**config.mk**
```make
export PLATFORM = sky130hd
export DESIGN_NAME = pmem_lock_ctrl
export DESIGN_NICKNAME = d
export VERILOG_FILES = /design/src/rtl/pmem_pkg.sv /design/src/rtl/pmem_auth.sv /design/src/rtl/pmem_array.sv /design/src/rtl/pmem_otp.sv /design/src/rtl/pmem_lock_ctrl.sv
export SDC_FILE = /design/constraint.sdc
export NUM_CORES = 2
export LEC_CHECK = 0
export BUFFER_PORTS_ARGS = -buffer_cell sky130_fd_sc_hd__buf_2
export CAP_MARGIN = 30
export CORE_ASPECT_RATIO = 0.6
export CORE_UTILIZATION = 55
export DETAILED_ROUTE_END_ITERATION = 16
export GPL_ROUTABILITY_DRIVEN = 0
export PLACE_DENSITY = 0.71
export SYNTH_ARGS = -nofsm -noshare
export SYNTH_HDL_FRONTEND = slang
export SYNTH_SLANG_ARGS = --single-unit
```
**constraint.sdc**
```tcl
create_clock -name clk -period 3.55 [get_ports clk]
set_input_delay 0 -clock clk [delete_from_list [all_inputs] [get_ports clk]]
set_output_delay 0 -clock clk [all_outputs]
set_load 0.01 [all_outputs]
```
**src/rtl/pmem_pkg.sv**
```systemverilog
package pmem_pkg;
  typedef enum logic [2:0] {
    OP_PAGE_KEY  = 3'd0,
    OP_CHIP_KEY  = 3'd1,
    OP_READ      = 3'd2,
    OP_WRITE     = 3'd3,
    OP_BURN      = 3'd4,
    OP_PROT_READ = 3'd5,
    OP_ID_READ   = 3'd6,
    OP_RSVD      = 3'd7
  } op_e;

  typedef enum logic [1:0] {
    ST_OK        = 2'd0,
    ST_LOCKED    = 2'd1,
    ST_PROTECTED = 2'd2,
    ST_REJECT    = 2'd3
  } status_e;
endpackage

```
**src/rtl/pmem_auth.sv**
```systemverilog
module pmem_auth #(
  parameter int PAGES = 4,
  parameter int PW_W = 32,
  parameter int CPW_W = 16,
  parameter logic [PW_W-1:0] PW_SEED = 32'hC0DE_0000,
  parameter logic [CPW_W-1:0] CHIP_WPW = 16'hBEEF,
  localparam int PAGE_AW = $clog2(PAGES)
) (
  input  logic               clk,
  input  logic               rst_n,
  input  logic               page_key_en,
  input  logic               chip_key_en,
  input  logic [PAGE_AW-1:0] page_sel,
  input  logic [PW_W-1:0]    key_data,
  output logic               page_key_ok,
  output logic               chip_key_ok,
  output logic [PAGES-1:0]   unlocked,
  output logic               wr_grant
);
  logic [PW_W-1:0] ref_key [PAGES];

  for (genvar p = 0; p < PAGES; p++) begin : g_page
    logic open_q;
    assign ref_key[p] = PW_SEED + PW_W'(p);
    always_ff @(posedge clk or negedge rst_n) begin
      if (!rst_n) open_q <= 1'b0;
      else if (page_key_en && page_sel == PAGE_AW'(p)) open_q <= page_key_ok;
    end
    assign unlocked[p] = open_q;
  end

  assign page_key_ok = (key_data == ref_key[page_sel]);
  assign chip_key_ok = (key_data[CPW_W-1:0] == CHIP_WPW);

  always_ff @(posedge clk or negedge rst_n) begin
    if (!rst_n) wr_grant <= 1'b0;
    else if (chip_key_en) wr_grant <= chip_key_ok;
  end
endmodule

```
**src/rtl/pmem_array.sv**
```systemverilog
module pmem_array #(
  parameter int PAGES = 4,
  parameter int WORDS = 16,
  parameter int WORD_W = 16,
  parameter logic [WORD_W-1:0] MEM_SEED = 16'h5A00,
  localparam int PAGE_AW = $clog2(PAGES),
  localparam int WORD_AW = $clog2(WORDS)
) (
  input  logic               clk,
  input  logic               rst_n,
  input  logic               wr_en,
  input  logic [PAGE_AW-1:0] page_sel,
  input  logic [WORD_AW-1:0] word_sel,
  input  logic [WORD_W-1:0]  wr_data,
  output logic [WORD_W-1:0]  rd_data
);
  logic [WORD_W-1:0] cell_q [PAGES][WORDS];

  always_ff @(posedge clk or negedge rst_n) begin
    if (!rst_n) begin
      for (int p = 0; p < PAGES; p++)
        for (int w = 0; w < WORDS; w++)
          cell_q[p][w] <= MEM_SEED + WORD_W'(p * WORDS + w);
    end else if (wr_en) begin
      cell_q[page_sel][word_sel] <= wr_data;
    end
  end

  assign rd_data = cell_q[page_sel][word_sel];
endmodule

```
**src/rtl/pmem_otp.sv**
```systemverilog
module pmem_otp #(
  parameter int PAGES = 4,
  parameter int WORDS = 16,
  localparam int PAGE_AW = $clog2(PAGES),
  localparam int WORD_AW = $clog2(WORDS)
) (
  input  logic                   clk,
  input  logic                   rst_n,
  input  logic                   burn_en,
  input  logic [PAGE_AW-1:0]     page_sel,
  input  logic [WORD_AW-1:0]     word_sel,
  output logic                   word_open,
  output logic [WORDS-1:0]       page_flags,
  output logic [PAGES*WORDS-1:0] all_flags
);
  for (genvar p = 0; p < PAGES; p++) begin : g_page
    logic [WORDS-1:0] flag_q;
    always_ff @(posedge clk or negedge rst_n) begin
      if (!rst_n) flag_q <= '1;
      else if (burn_en && page_sel == PAGE_AW'(p)) flag_q[word_sel] <= 1'b0;
    end
    assign all_flags[p*WORDS +: WORDS] = flag_q;
  end

  assign page_flags = all_flags[page_sel*WORDS +: WORDS];
  assign word_open  = page_flags[word_sel];
endmodule

```
**src/rtl/pmem_lock_ctrl.sv**
```systemverilog
module pmem_lock_ctrl #(
  parameter int PAGES = 4,
  parameter int WORDS = 16,
  parameter int WORD_W = 16,
  parameter int PW_W = 32,
  parameter int CPW_W = 16,
  parameter int DATA_W = 32,
  parameter logic [WORD_W-1:0] MEM_SEED = 16'h5A00,
  parameter logic [PW_W-1:0] PW_SEED = 32'hC0DE_0000,
  parameter logic [CPW_W-1:0] CHIP_WPW = 16'hBEEF,
  parameter logic [DATA_W-1:0] CHIP_ID = 32'h1234_ABCD
) (
  input  logic                      clk,
  input  logic                      rst_n,
  input  logic                      cmd_valid,
  output logic                      cmd_ready,
  input  logic [2:0]                cmd_op,
  input  logic [$clog2(PAGES)-1:0]  cmd_page,
  input  logic [$clog2(WORDS)-1:0]  cmd_word,
  input  logic [DATA_W-1:0]         cmd_data,
  output logic                      rsp_valid,
  input  logic                      rsp_ready,
  output logic [DATA_W-1:0]         rsp_data,
  output logic [1:0]                rsp_status
);
  import pmem_pkg::*;

  localparam int BITS = PAGES * WORDS;

  logic accept;
  op_e  op;
  logic page_key_ok, chip_key_ok, wr_grant;
  logic [PAGES-1:0] unlocked;
  logic page_open, may_modify;
  logic arr_we, burn_en, pk_en, ck_en;
  logic [WORD_W-1:0] arr_rdata;
  logic word_open;
  logic [WORDS-1:0] page_flags;
  logic [BITS-1:0] all_flags;
  status_e nx_status;
  logic [DATA_W-1:0] nx_data;
  logic rsp_valid_q;
  status_e rsp_status_q;
  logic [DATA_W-1:0] rsp_data_q;

  assign cmd_ready  = !rsp_valid_q || rsp_ready;
  assign accept     = cmd_valid && cmd_ready;
  assign op         = op_e'(cmd_op);
  assign page_open  = unlocked[cmd_page];
  assign may_modify = page_open && wr_grant;

  pmem_auth #(
    .PAGES(PAGES), .PW_W(PW_W), .CPW_W(CPW_W),
    .PW_SEED(PW_SEED), .CHIP_WPW(CHIP_WPW)
  ) u_auth (
    .clk(clk), .rst_n(rst_n),
    .page_key_en(pk_en), .chip_key_en(ck_en),
    .page_sel(cmd_page), .key_data(cmd_data[PW_W-1:0]),
    .page_key_ok(page_key_ok), .chip_key_ok(chip_key_ok),
    .unlocked(unlocked), .wr_grant(wr_grant)
  );

  pmem_array #(
    .PAGES(PAGES), .WORDS(WORDS), .WORD_W(WORD_W), .MEM_SEED(MEM_SEED)
  ) u_array (
    .clk(clk), .rst_n(rst_n), .wr_en(arr_we),
    .page_sel(cmd_page), .word_sel(cmd_word),
    .wr_data(cmd_data[WORD_W-1:0]), .rd_data(arr_rdata)
  );

  pmem_otp #(
    .PAGES(PAGES), .WORDS(WORDS)
  ) u_otp (
    .clk(clk), .rst_n(rst_n), .burn_en(burn_en),
    .page_sel(cmd_page), .word_sel(cmd_word),
    .word_open(word_open), .page_flags(page_flags), .all_flags(all_flags)
  );

  // Decision for the command on the input; side effects gated by accept.
  always_comb begin
    nx_status = ST_REJECT;
    nx_data   = '0;
    arr_we    = 1'b0;
    burn_en   = 1'b0;
    pk_en     = 1'b0;
    ck_en     = 1'b0;
    unique case (op)
      OP_PAGE_KEY: begin
        pk_en     = accept;
        nx_status = page_key_ok ? ST_OK : ST_REJECT;
      end
      OP_CHIP_KEY: begin
        ck_en     = accept;
        nx_status = chip_key_ok ? ST_OK : ST_REJECT;
      end
      OP_READ: begin
        if (page_open) begin
          nx_status = ST_OK;
          nx_data   = DATA_W'(arr_rdata);
        end else begin
          nx_status = ST_LOCKED;
        end
      end
      OP_WRITE: begin
        if (!may_modify)      nx_status = ST_LOCKED;
        else if (!word_open)  nx_status = ST_PROTECTED;
        else begin
          nx_status = ST_OK;
          arr_we    = accept;
        end
      end
      OP_BURN: begin
        if (may_modify) begin
          nx_status = ST_OK;
          burn_en   = accept;
        end else begin
          nx_status = ST_LOCKED;
        end
      end
      OP_PROT_READ: begin
        if (page_open) begin
          nx_status = ST_OK;
          nx_data   = DATA_W'(page_flags);
        end else begin
          nx_status = ST_LOCKED;
        end
      end
      OP_ID_READ: begin
        nx_status = ST_OK;
        nx_data   = CHIP_ID;
      end
      default: nx_status = ST_REJECT;
    endcase
  end

  always_ff @(posedge clk or negedge rst_n) begin
    if (!rst_n) begin
      rsp_valid_q  <= 1'b0;
      rsp_status_q <= ST_OK;
      rsp_data_q   <= '0;
    end else if (accept) begin
      rsp_valid_q  <= 1'b1;
      rsp_status_q <= nx_status;
      rsp_data_q   <= nx_data;
    end else if (rsp_ready) begin
      rsp_valid_q  <= 1'b0;
    end
  end

  assign rsp_valid  = rsp_valid_q;
  assign rsp_status = rsp_status_q;
  assign rsp_data   = rsp_data_q;
endmodule

```
==> impl_metrics.toml <==
[global_route]
grt_usage_pct = 29.8
grt_overflow = 0
grt_first_pass_wirelength_mm = 219
grt_pass1_vias = 33200
antenna_found_initial = 9
grt_max_degree = 154

[setup_path]
regToRegEndpoint = "u_array.cell_q[824]"
crit_top_cell = "nand4_4"
required_ns = 4.12
cp_data_arrival_time_ns = 3.81
critPathMaxStageDelay_ns = 0.55
ff2ff_path_depth = 7
r2r-start = "u_otp.g_page[3].flag_q[10]"
critPathMaxFanout = 17
path_cells = "mux2i_1 -> a222oi_1 -> nand4_1 -> nand4_4 -> buf_4 -> nand4_4 -> mux2_4"
path_buf_inv = 1
r2r_setup_slack_ns = 0.31
start_kind = "flop"
endpoint_kind = "flop"
critPathSlowestCell = "a222oi_1"
worstSetupPathType = "reg -> reg"
crit_family = "simple AND/OR/NAND/NOR gates"

[yosys]
synthCells = 3463
synth_flop_cell = "dfrtp_1"
synth_cell_types = 63
ys.warnings.count = 0
synth_edf_count = 0
synthTopCellsByArea = "dfrtp_1, dfstp_2, mux2_2, mux4_2, mux2_4"
synth_top_area_share_pct = 27.9
ys_ff_latch = 1113
synthArstFlopShare_pct = 100
synth_area_leader_cell = "dfrtp_1"
syn-cell-area_um2 = 53900
syn_avg_cell_area_um2 = 15.6
synth.yosys.seq_area_share_pct = 52.9

[detailed_routing]
wirelength_mm = 145
wl_per_cell_um = 29.7
via_count = 31600
drt_iter0_drc = 2923
via_per_inst = 6.50
drc = 0
first_pass_iters = 7
ant_nets = 0

[timing]
tns_ns = 0
final.period_utilization_pct = 91.3
hold_slack_ns = 0.0674
finalClockSkew_ns = 0.0293
max-slew-margin-rel_pct = 29.6
fmax_ghz = 0.309
slew_violations = 0
final_hold_viol_count = 0
setup_viol = 0
worstMarginPinSlew_ns = 1.06
rsz0062_at_grt = "no"
fin_crit_ns = 3.24

[floorplanning]
rows = 88
initial_core_util_pct = 55.8
fp.dieArea_um2 = 99200
die_y_um = 244
die_x_um = 406
core_area_um2 = 96600
ioPinCount = 81

[final_layout]
fin_nets = 3520
area_delta_synth_final_pct = 9.37
final_cells = 4867
layout-drive-gt1-share_pct = 61.0

[power_and_ir_drop]
leakage_nw = 26.8
powerDensity_nw_per_um2 = 432
peakVddDrop_mv = 0.344

[clocking]
cts_max_level = 3
cts_root_buffer = "clkbuf_16"
cts_buffer_depth = 3
clkTransAtPathRegs_ns = 0.07
clock_latency_ns = 0.71
cts.sinks = 1113
tritoncts = "done"
numCtsBuffers = 102
cts_setup_buffers = 0

[placed_design]
port_buffers = 69
dp.cells = 4655
dp_hpwl_mm = 90.1

[worst_hold_path]
whs_path_depth = 4
hold_start = "cmd_page[0]"
hold_class = "in -> reg"
hold_end = "rsp_data[12]"

[status]
outcome = "completed"

[run]
cap_violations = 0
tightest hold or removal path: cells and delay by family:
| family | cells | cell delay (ns) |
|---|---|---|
| buffers and inverters | 1 | 0.23 |
| and+or+nand+nor | 1 | 0.06 |
| AOI/OAI and AO/OA | 2 | 0.37 |
placed cells by master, fill, tap and decap left out, drive strengths merged, types with 3 or more instances in the layout:
cell            n
bufinv          5
nand4b          3
nor4b          12
nand2          39
clkinv         34
nor3           19
mux2         1035
a21boi         64
nand2b          8
conb           11
inv             4
mux2i         189
a221oi          7
nand3          73
o31ai           4
dfrtp         601
a211oi         13
o21ai          26
o22ai          14
buf           203
mux4          205
nor4            8
dfstp         512
nor2b           5
a21oi          36
a22oi         117
a31oi           4
and2           11
dlygate4sd3    20
nor2           63
nand4          47
clkbuf        151
synth_stat cells (all sizes together), types with 2 or more instances:
master	number
nand2b	8
mux2	1035
mux4	205
a21boi	64
or4	2
nor4b	12
nor3b	2
xor2	2
nand2	39
buf	172
inv	4
dfrtp	601
nor4	8
o22ai	14
o31ai	4
dfstp	512
nor3	19
and3	2
nor2b	5
o21ai	26
a31oi	4
nand3b	2
a211oi	13
and2	11
nand3	73
a22oi	117
a21oi	36
clkbuf	153
nor2	63
nand4	47
a221oi	7
mux2i	189
nand4b	3
cell type report:
cell class | instances | area (µm²)
multi-input cells | 2031 | 23600
well taps | 1305 | 1630
diodes | 1 | 2.50
clock buffers | 151 | 3070
repair buffers | 223 | 1790
fillers | 7060 | 37700
clock inverters | 39 | 330
flip-flops and latches | 1113 | 28500
inverters | 4 | 15.0
where the power goes:
group / leakage [nW] / total (W) / switching (W) / internal [W]
clock: 1.71 / 0.0113 / 0.00490 / 0.00635
combinational: 11.4 / 0.00146 / 0.00110 / 0.000366
sequential: 13.7 / 0.0127 / 0.0000165 / 0.0127
total: 26.8 / 0.0255 / 0.00601 / 0.0194
metal layers:
layer | up-vias | wire (µm) | GRT usage [%]
met5 | - | 53 | 0
li1 | 12900 | - | -
met1 | 17200 | 65200 | 44.7
met4 | 8 | 4350 | 8.83
met3 | 284 | 13900 | 9.33
met2 | 1239 | 61200 | 41.3
state kept, by name (all words and copies together) (netlist names):
signal and cells:
rsp_data 17, rsp_status 2, rsp_valid 1, u_array.cell_q 1024
u_auth.g_page.open_q 4, u_auth.wr_grant 1, u_otp.g_page.flag_q 64
logic make-up (layout without fill, tap and decap cells):
logic type	after synthesis	in the layout	synth area share, %
AND/OR/NAND/NOR	299	299	3.84
AO/OA/AOI/OAI	289	289	4.42
multiplexers	1429	1429	35.3
other	1	12	0.00696
XOR/XNOR	3	3	0.0488
buffers and inverters	329	417	3.47
flip-flops	1113	1113	52.9
worst max-delay path by stage:
stage,from,end,cells after the start
after floorplan,rsp_valid,u_array.cell_q[246],7
after global placement,cmd_page[0],rsp_data[9],7
after detailed placement,cmd_page[0],rsp_data[0],7
after CTS,cmd_page[1],u_auth.g_page[0].open_q,9
after global routing,u_otp.g_page[3].flag_q[10],u_array.cell_q[568],7
final,u_otp.g_page[3].flag_q[10],u_array.cell_q[824],7
stage by stage:
stage	setup WS, ns	cell area (µm²)	power [W]	util (%)
floorplan	1.09	53900	0.0137	-
global placement	0.403	55200	0.0143	57.2
detailed placement	0.389	55300	0.0144	57.2
CTS	0.403	58900	0.0256	61.0
global route	0.291	58900	0.0262	61.0
finish	0.310	58900	0.0255	61.0
repair_timing:
| action | in CTS | in global routing |
|---|---|---|
| endpoints found under the hold margin | 328 | 0 |
| gates resized for setup | 0 | 0 |
| hold buffers | 21 | 0 |
No activity file was read; power rests on OpenSTA's default activity.
